[config.mk]
export PLATFORM = sky130hd
export DESIGN_NAME = bfx_unit
export DESIGN_NICKNAME = d
export VERILOG_FILES = /design/src/rtl/bfx_pkg.sv /design/src/rtl/bfx_field_mask.sv /design/src/rtl/bfx_align.sv /design/src/rtl/bfx_flag_gen.sv /design/src/rtl/bfx_unit.sv
export SDC_FILE = /design/constraint.sdc
export NUM_CORES = 1
export LEC_CHECK = 0
export CORE_MARGIN = 2
export CORE_UTILIZATION = 33
export CTS_CLUSTER_SIZE = 30
export DETAILED_ROUTE_END_ITERATION = 8
export DONT_BUFFER_PORTS = 1
export GPL_ROUTABILITY_DRIVEN = 0
export MAX_ROUTING_LAYER = met4
export PLACE_DENSITY_LB_ADDON = 0.12
export SYNTH_ARGS = -nofsm -noshare
export SYNTH_HDL_FRONTEND = slang
export SYNTH_SLANG_ARGS = --single-unit
[constraint.sdc]
create_clock -name clk -period 0.83 [get_ports clk]
set_input_delay 0.0415 -clock clk [delete_from_list [all_inputs] [get_ports clk]]
set_output_delay 0.0415 -clock clk [all_outputs]
set_load 0.02 [all_outputs]
[src/rtl/bfx_pkg.sv]
package bfx_pkg;
  localparam int unsigned WORD_W = 16;
  localparam int unsigned POS_W  = $clog2(WORD_W);

  typedef struct packed {
    logic n;
    logic z;
    logic v;
    logic c;
  } bfx_flags_t;
endpackage

[src/rtl/bfx_field_mask.sv]
module bfx_field_mask #(
  parameter int unsigned DATA_W = 16,
  localparam int unsigned CW    = $clog2(DATA_W)
) (
  input  logic [CW-1:0]     width_i,
  output logic [DATA_W-1:0] mask_o
);
  // Bit g is kept when it lies inside the w+1 low positions.
  for (genvar g = 0; g < DATA_W; g++) begin : g_mask
    assign mask_o[g] = (width_i >= CW'(g));
  end
endmodule

[src/rtl/bfx_align.sv]
module bfx_align #(
  parameter int unsigned DATA_W = 16,
  localparam int unsigned CW    = $clog2(DATA_W)
) (
  input  logic [DATA_W-1:0] src_i,
  input  logic [CW-1:0]     off_i,
  input  logic [DATA_W-1:0] mask_i,
  output logic [DATA_W-1:0] field_o
);
  logic [DATA_W-1:0] shifted;

  // The logical shift fills with zeros from the top, so a field running past
  // the top bit is clipped there and never wraps.
  assign shifted = src_i >> off_i;
  assign field_o = shifted & mask_i;
endmodule

[src/rtl/bfx_flag_gen.sv]
module bfx_flag_gen
  import bfx_pkg::*;
#(
  parameter int unsigned DATA_W = 16
) (
  input  logic [DATA_W-1:0] field_i,
  input  logic              carry_i,
  output bfx_flags_t        flags_o
);
  always_comb begin
    flags_o.n = field_i[DATA_W-1];
    flags_o.z = (field_i == '0);
    flags_o.v = 1'b0;
    flags_o.c = carry_i;
  end
endmodule

[src/rtl/bfx_unit.sv]
module bfx_unit
  import bfx_pkg::*;
#(
  parameter int unsigned DATA_W = WORD_W,
  localparam int unsigned CW    = $clog2(DATA_W),
  localparam int unsigned CTL_W = 2 * CW
) (
  input  logic              clk,
  input  logic              rst_n,
  input  logic              op_valid,
  input  logic [DATA_W-1:0] op_src,
  input  logic [CTL_W-1:0]  op_ctrl,
  input  logic              carry_in,
  output logic              res_valid,
  output logic [DATA_W-1:0] res_data,
  output logic              flag_n,
  output logic              flag_z,
  output logic              flag_v,
  output logic              flag_c
);
  logic [CW-1:0]     width_code;
  logic [CW-1:0]     start_pos;
  logic [DATA_W-1:0] keep_mask;
  logic [DATA_W-1:0] field;
  bfx_flags_t        flags_new;

  logic [DATA_W-1:0] data_d, data_q;
  bfx_flags_t        flags_d, flags_q;
  logic              vld_d, vld_q;

  // The upper half of the control byte is the width code, the lower half the start position.
  assign width_code = op_ctrl[CTL_W-1:CW];
  assign start_pos  = op_ctrl[CW-1:0];

  bfx_field_mask #(.DATA_W(DATA_W)) mask_i (
    .width_i (width_code),
    .mask_o  (keep_mask)
  );

  bfx_align #(.DATA_W(DATA_W)) align_i (
    .src_i   (op_src),
    .off_i   (start_pos),
    .mask_i  (keep_mask),
    .field_o (field)
  );

  bfx_flag_gen #(.DATA_W(DATA_W)) flags_i (
    .field_i (field),
    .carry_i (carry_in),
    .flags_o (flags_new)
  );

  // Next state: load only on an operation, otherwise keep the last values.
  always_comb begin
    vld_d   = op_valid;
    data_d  = data_q;
    flags_d = flags_q;
    if (op_valid) begin
      data_d  = field;
      flags_d = flags_new;
    end
  end

  always_ff @(posedge clk or negedge rst_n) begin
    if (!rst_n) begin
      vld_q   <= 1'b0;
      data_q  <= '0;
      flags_q <= '0;
    end else begin
      vld_q   <= vld_d;
      data_q  <= data_d;
      flags_q <= flags_d;
    end
  end

  assign res_valid = vld_q;
  assign res_data  = data_q;
  assign flag_n    = flags_q.n;
  assign flag_z    = flags_q.z;
  assign flag_v    = flags_q.v;
  assign flag_c    = flags_q.c;

  AST_N_IS_MSB: assert property (@(posedge clk) disable iff (!rst_n)
    res_valid |-> (flag_n == res_data[DATA_W-1]));
  AST_Z_IS_ZERO: assert property (@(posedge clk) disable iff (!rst_n)
    res_valid |-> (flag_z == (res_data == '0)));
  AST_V_CLEARED: assert property (@(posedge clk) disable iff (!rst_n)
    res_valid |-> !flag_v);
  AST_C_PASSED: assert property (@(posedge clk) disable iff (!rst_n)
    op_valid |=> (flag_c == $past(carry_in)));
  AST_ONE_CYCLE: assert property (@(posedge clk) disable iff (!rst_n)
    op_valid |=> res_valid);
  AST_IDLE_HOLD: assert property (@(posedge clk) disable iff (!rst_n)
    !op_valid |=> ($stable(res_data) && $stable(flag_c) && $stable(flag_z) && !res_valid));
  AST_UPPER_ZERO: assert property (@(posedge clk) disable iff (!rst_n)
    op_valid |=> ((res_data >> ($past(width_code) + 1'b1)) == '0
                  || $past(width_code) == CW'(DATA_W-1)));
endmodule

==> results of run 1 <==
==> what timing repair did <==
item / CTS / global route
setup buffers: 9 / 9
hold endpoints to repair: 38 / 19
resized for setup: 43 / 16
setup endpoints to repair: 32 / 51
pin swaps: 7 / 9
==> layout by cell type (no fill, tap or decap), types with 3 or more instances in the layout <==
cell type | netlist | routed
o21ai_0 | 12 | 8
o211ai_1 | 3 | 3
nand2_1 | 10 | 10
a21oi_1 | 10 | 7
mux4_2 | 8 | 9
nand2b_1 | 3 | 3
or2_2 | 3 | 3
nand3b_1 | 3 | 3
dfrtp_1 | 19 | 18
inv_1 | 12 | 12
buf_6 | 2 | 24
nor2_1 | 9 | 4
clkbuf_8 | 0 | 3
buf_4 | 2 | 37
nor3_1 | 3 | 3
nor2_2 | 0 | 4
mux2_4 | 2 | 14
mux2i_1 | 13 | 10
mux2_2 | 17 | 5
nor2b_1 | 6 | 4
==> per-layer routing <==
metal  wire [um]  GRT usage, %  part of all wire, %
met1        2240          27.0                   43
met4          22          2.53                 0.43
met2        2580          30.8                   50
met3         304          3.70                  5.9
met5           0             -                    0
==> worst paths after layout <==
path,start,end,slack [ps],depth (start not counted)
min,op_valid,res_valid,-190,0
max reg2reg,res_data[9],res_data[9],40,1
min in group asynchronous,rst_n,res_data[4],-30,1
max,op_ctrl[0],flag_z,-480,6
min reg2reg,res_data[4],res_data[4],530,2
max in group asynchronous,rst_n,res_data[15],250,1
==> worst max-delay path: cells and delay by family <==
family / cells / cell delay, ps
AO/OA/AOI/OAI: 2 / 350
multiplexers: 2 / 770
AND/OR/NAND/NOR: 2 / 310
==> flip-flops by register name (all words and copies together) (netlist names) <==
register	cells
res_valid	1
flag_c	1
res_data	16
flag_z	1
==> metrics by stage <==
| stage | utilization [%] | setup WS [ps] | setup TNS [ps] |
|---|---|---|---|
| floorplan | - | -844 | -7110 |
| global placement | 43.9 | -732 | -7310 |
| detailed placement | 43.9 | -753 | -7410 |
| CTS | 49.9 | -469 | -5090 |
| global route | 52.2 | -526 | -4440 |
| finish | 52.2 | -483 | -3480 |
==> power by group <==
group          leakage (nW)  total, W  internal (W)  switching (W)
logic                 0.823   0.00128      0.000750       0.000526
registers             0.246   0.00107       0.00101      0.0000619
clock network        0.0255  0.000634      0.000334       0.000300
==> area by class of cell <==
class | count | area [um^2] | area share (%)
multi-input combinational | 130 | 1290 | 51.1
tap | 67 | 83.8 | 3.33
timing repair buffer | 63 | 571 | 22.7
sequential | 19 | 477 | 19.0
clock buffer | 3 | 41.3 | 1.64
clock inverter | 1 | 5.00 | 0.199
inverter | 13 | 51.3 | 2.04
==> kinds of logic after synthesis <==
family	Yosys count	share of synthesized area, %
other	1	0.223
buffers and inverters	27	7.43
muxes	41	33.1
AOI/OAI and AO/OA	45	17.8
and+or+nand+nor	43	13.2
DFF	19	28.2
==> flow_summary.ini, run 1 <==
[timing]
whs_ps = -188
fin_skew_ps = 0
hold_viol_final = 38
min_period_ps = 1310
tightest_slew_ps = 889
fmax_mhz = 762
finalCritPeriodShare_pct = 158
fin_ws_ps = -483
setup_viol = 20
slew_headroom_pct = 40.7
rsz0062_at_grt = yes
report.final.slew_viol_count = 0

[logic_synthesis]
synth_edf_count = 0
yosys_register_bits = 19
yosys-top-cells-area = dfrtp_1 (28%), mux2_2 (11%), mux4_2 (11%)
ys_warn_count = 0
synth_nets = 204
syn-instance-count = 176
syn_area_um2 = 1680
avgSynthCellArea_um2 = 9.57
ys_types = 42
synth_commonest_cells = dfrtp_1 (19), mux2_2 (17), mux2i_1 (13)
async_reset_ff_share_pct = 100
synth_top_cell_by_area = dfrtp_1
synth_top_cell_area_share_pct = 28.2
yosys.cell_count.top_type = dfrtp_1
ys_seq_area_share_pct = 28.2
ys.flop_type = dfrtp_1

[placed_design]
placed_cells = 278
dpl_cell_area_um2 = 2110
dp_hpwl_um = 3760
io_buffers = 0

[global_route]
grt_pass1_wl_um = 8250
grt_overflow = 0
antenna_found_initial = 0
grt_max_degree = 28
track_usage_pct = 19.5
grt_pass1_vias = 1612

[status]
violations = negative hold slack, negative setup slack
outcome = complete, but fails checks

[worst_setup_path]
critPathArrivalTime_ps = 1480
cp_max_fo = 27
worst_ep_required_time_ps = 1000
critPathKind = in2reg
crit_path_top_delay_cell = mux4_2
start_kind = primary input
end_kind = flop
critical_path.cell_chain = mux2_4 -> mux4_2 -> o311a_1 -> nor4_2 -> nand4b_1 -> o32ai_2
cp_slowest_stage_delay_ps = 480

[clock_tree]
cts_hold_buf = 2
clkTransAtPathRegs_ps = 70
cts_buffers = 3
clockBufferDepth = 2
cts.htree.levels = 1
worst_skew_pair.late_latency_ps = 250
clock_sinks = 19
ctsRootBufferMaster = clkbuf_8
tritoncts = yes

[power_and_ir_drop]
vdd_ir_drop_max_uv = 543
power_density_nw_per_um2 = 1180
power_w = 0.00298
p_leak_nw = 1.09

[routing]
drtPass1Iterations = 4
vias_per_cell = 5.51
post_drt_wl_per_cell_um = 17.4
ant_nets = 0
drt_iter0_markers = 104
dr_total_vias = 1630
drc = 0
routed_wl_um = 5150

[finish]
fillers = 476
final_cells = 296
layout.nets = 258
final_area_um2 = 2510
antenna_cells = 0
area_delta_synth_final_pct = 49.3
layout-drive-gt1-share_pct = 54.1

[die]
die-area_um2 = 5690
row_count = 25
die_x_um = 75.4
ios = 49
core-area_um2 = 4820
die_y_um = 75.4
start_util_pct = 35.0

[worst_hold_path]
min_path_type = in2reg

[job]
maxCapViolCount = 0
Note: power is estimated with default switching activity, not from simulation.
==> run 2: changes to the inputs <==
==> constraint.sdc (replaced) <==
create_clock -name clk -period 0.83 [get_ports clk]
set_input_delay 0.0415 -clock clk [delete_from_list [all_inputs] [get_ports clk]]
set_output_delay 0.0415 -clock clk [all_outputs]
set_load 0.1 [all_outputs]
==> flow_summary.ini, run 2 (synthesized netlist as in run 1, its figures left out) <==
[finish]
final_util_pct = 54.2
area_delta_synth_final_pct = 55.0
layout-drive-gt1-share_pct = 59.8
layout_common_cells = buf_4 (35), buf_12 (19), dfrtp_2 (13)
final_cells = 291
layout.nets = 253
antenna_cells = 0
final_common_cell = buf_4
largest_reg_flops = 16

[timing]
fin_skew_ps = 0
tightest_slew_ps = 846
fin_ws_ps = -496
whs_ps = -194
fmax_mhz = 754
slew_headroom_pct = 43.6
min_period_ps = 1330
setup_viol = 36
hold_viol_final = 38
report.final.slew_viol_count = 0
finalCritPeriodShare_pct = 160
rsz0062_at_grt = yes

[job]
maxCapViolCount = 0

[worst_setup_path]
worst_ep_required_time_ps = 990
worstRegToRegCells = 1
cp_slowest_stage_delay_ps = 470
critPathKind = in2reg
start_kind = primary input
critPathArrivalTime_ps = 1490
crit-reg2reg-launch = res_data[15]
end_kind = flop
crit_path_top_delay_cell = mux4_2
reg2reg_to = res_data[15]
critical_path.cell_chain = mux2_4 -> mux4_2 -> o311a_1 -> nor4_1 -> nand4b_1 -> o32ai_2
reg2reg_slack_ps = -30
cp_max_fo = 27

[global_route]
antenna_found_initial = 0
track_usage_pct = 19.5
global_route.usage.met3_pct = 3.44
grt_pass1_vias = 1652
grt_overflow = 0
grtUsageMet1_pct = 26.1
grt_pass1_wl_um = 8230
grt_max_degree = 28
grt_busiest_layer = met2
use_met2_pct = 32.0

[status]
violations = negative hold slack, negative setup slack
outcome = complete, but fails checks

[die]
start_util_pct = 35.0
die_x_um = 75.4
row_count = 25
die-area_um2 = 5690
die_y_um = 75.4
ios = 49
core-area_um2 = 4820

[clock_tree]
tritoncts = yes
cts.htree.levels = 1
clock_sinks = 19
clockBufferDepth = 2
cts_buffers = 3
clkTransAtPathRegs_ps = 70
ctsRootBufferMaster = clkbuf_8
cts_hold_buf = 2
worst_skew_pair.late_latency_ps = 260

[placed_design]
dp_hpwl_um = 3880
placed_cells = 281
io_buffers = 0

[routing]
dr_total_vias = 1586
drt_iter0_markers = 106
ant_nets = 0
drc = 0
routed_wl_um = 5080
drtPass1Iterations = 5
post_drt_wl_per_cell_um = 17.4
vias_per_cell = 5.45

[power_and_ir_drop]
power_w = 0.00360
power_density_nw_per_um2 = 1380
vdd_ir_drop_max_uv = 999
p_leak_nw = 1.07

[worst_hold_path]
whs_path_depth = 0
min_from = op_valid
min_path_type = in2reg
min_to = res_valid
[run 2: worst max-delay path: cells and delay by family]
kind,cells,cell delay [ps]
muxes,2,760
AOI/OAI and AO/OA,2,340
and+or+nand+nor,2,340
[run 2: metrics by stage]
step	TNS [ps]	setup WS, ps	instance area, um^2
after floorplan	-7760	-844	1820
after global placement	-7360	-737	2190
after detailed placement	-7470	-743	2190
after CTS	-8690	-455	2510
after global routing	-6320	-542	2610
final	-5290	-496	2610
[run 2: worst max-delay path by stage]
stage | depth (start not counted) | end | slack (ps) | startpoint
after CTS | 6 | flag_z | -450 | op_ctrl[0]
after detailed placement | 6 | flag_z | -740 | op_ctrl[0]
after global routing | 7 | flag_z | -540 | op_ctrl[0]
after floorplan | 7 | flag_z | -840 | op_ctrl[0]
final | 6 | flag_z | -500 | op_ctrl[0]
after global placement | 6 | flag_z | -740 | op_ctrl[0]
[run 2: layout make-up]
class	count	area [um^2]
inverters	13	48.8
flip-flops and latches	19	510
multi-input cells	130	1230
well taps	67	83.8
clock buffers	4	45.0
fillers	453	2210
repair buffers	58	688
[run 2: power by group]
part / internal [W] / switching, W
combinational: 0.000833 / 0.00102
clock: 0.000341 / 0.000296
sequential: 0.00103 / 0.0000911
[run 2: routing by layer]
layer / vias up / wire [um]
met5: - / 0
met4: 0 / 19
met3: 4 / 263
met2: 48 / 2560
met1: 785 / 2240
li1: 749 / -
[run 2: timing repair]
| action | 4_1_cts | 5_1_grt |
|---|---|---|
| setup endpoints to repair | 35 | 56 |
| buffers inserted | 5 | 3 |
| resized for setup | 57 | 22 |
| endpoints found under the hold margin | 38 | 19 |
| cloned | 0 | 0 |
| pin swaps | 5 | 1 |
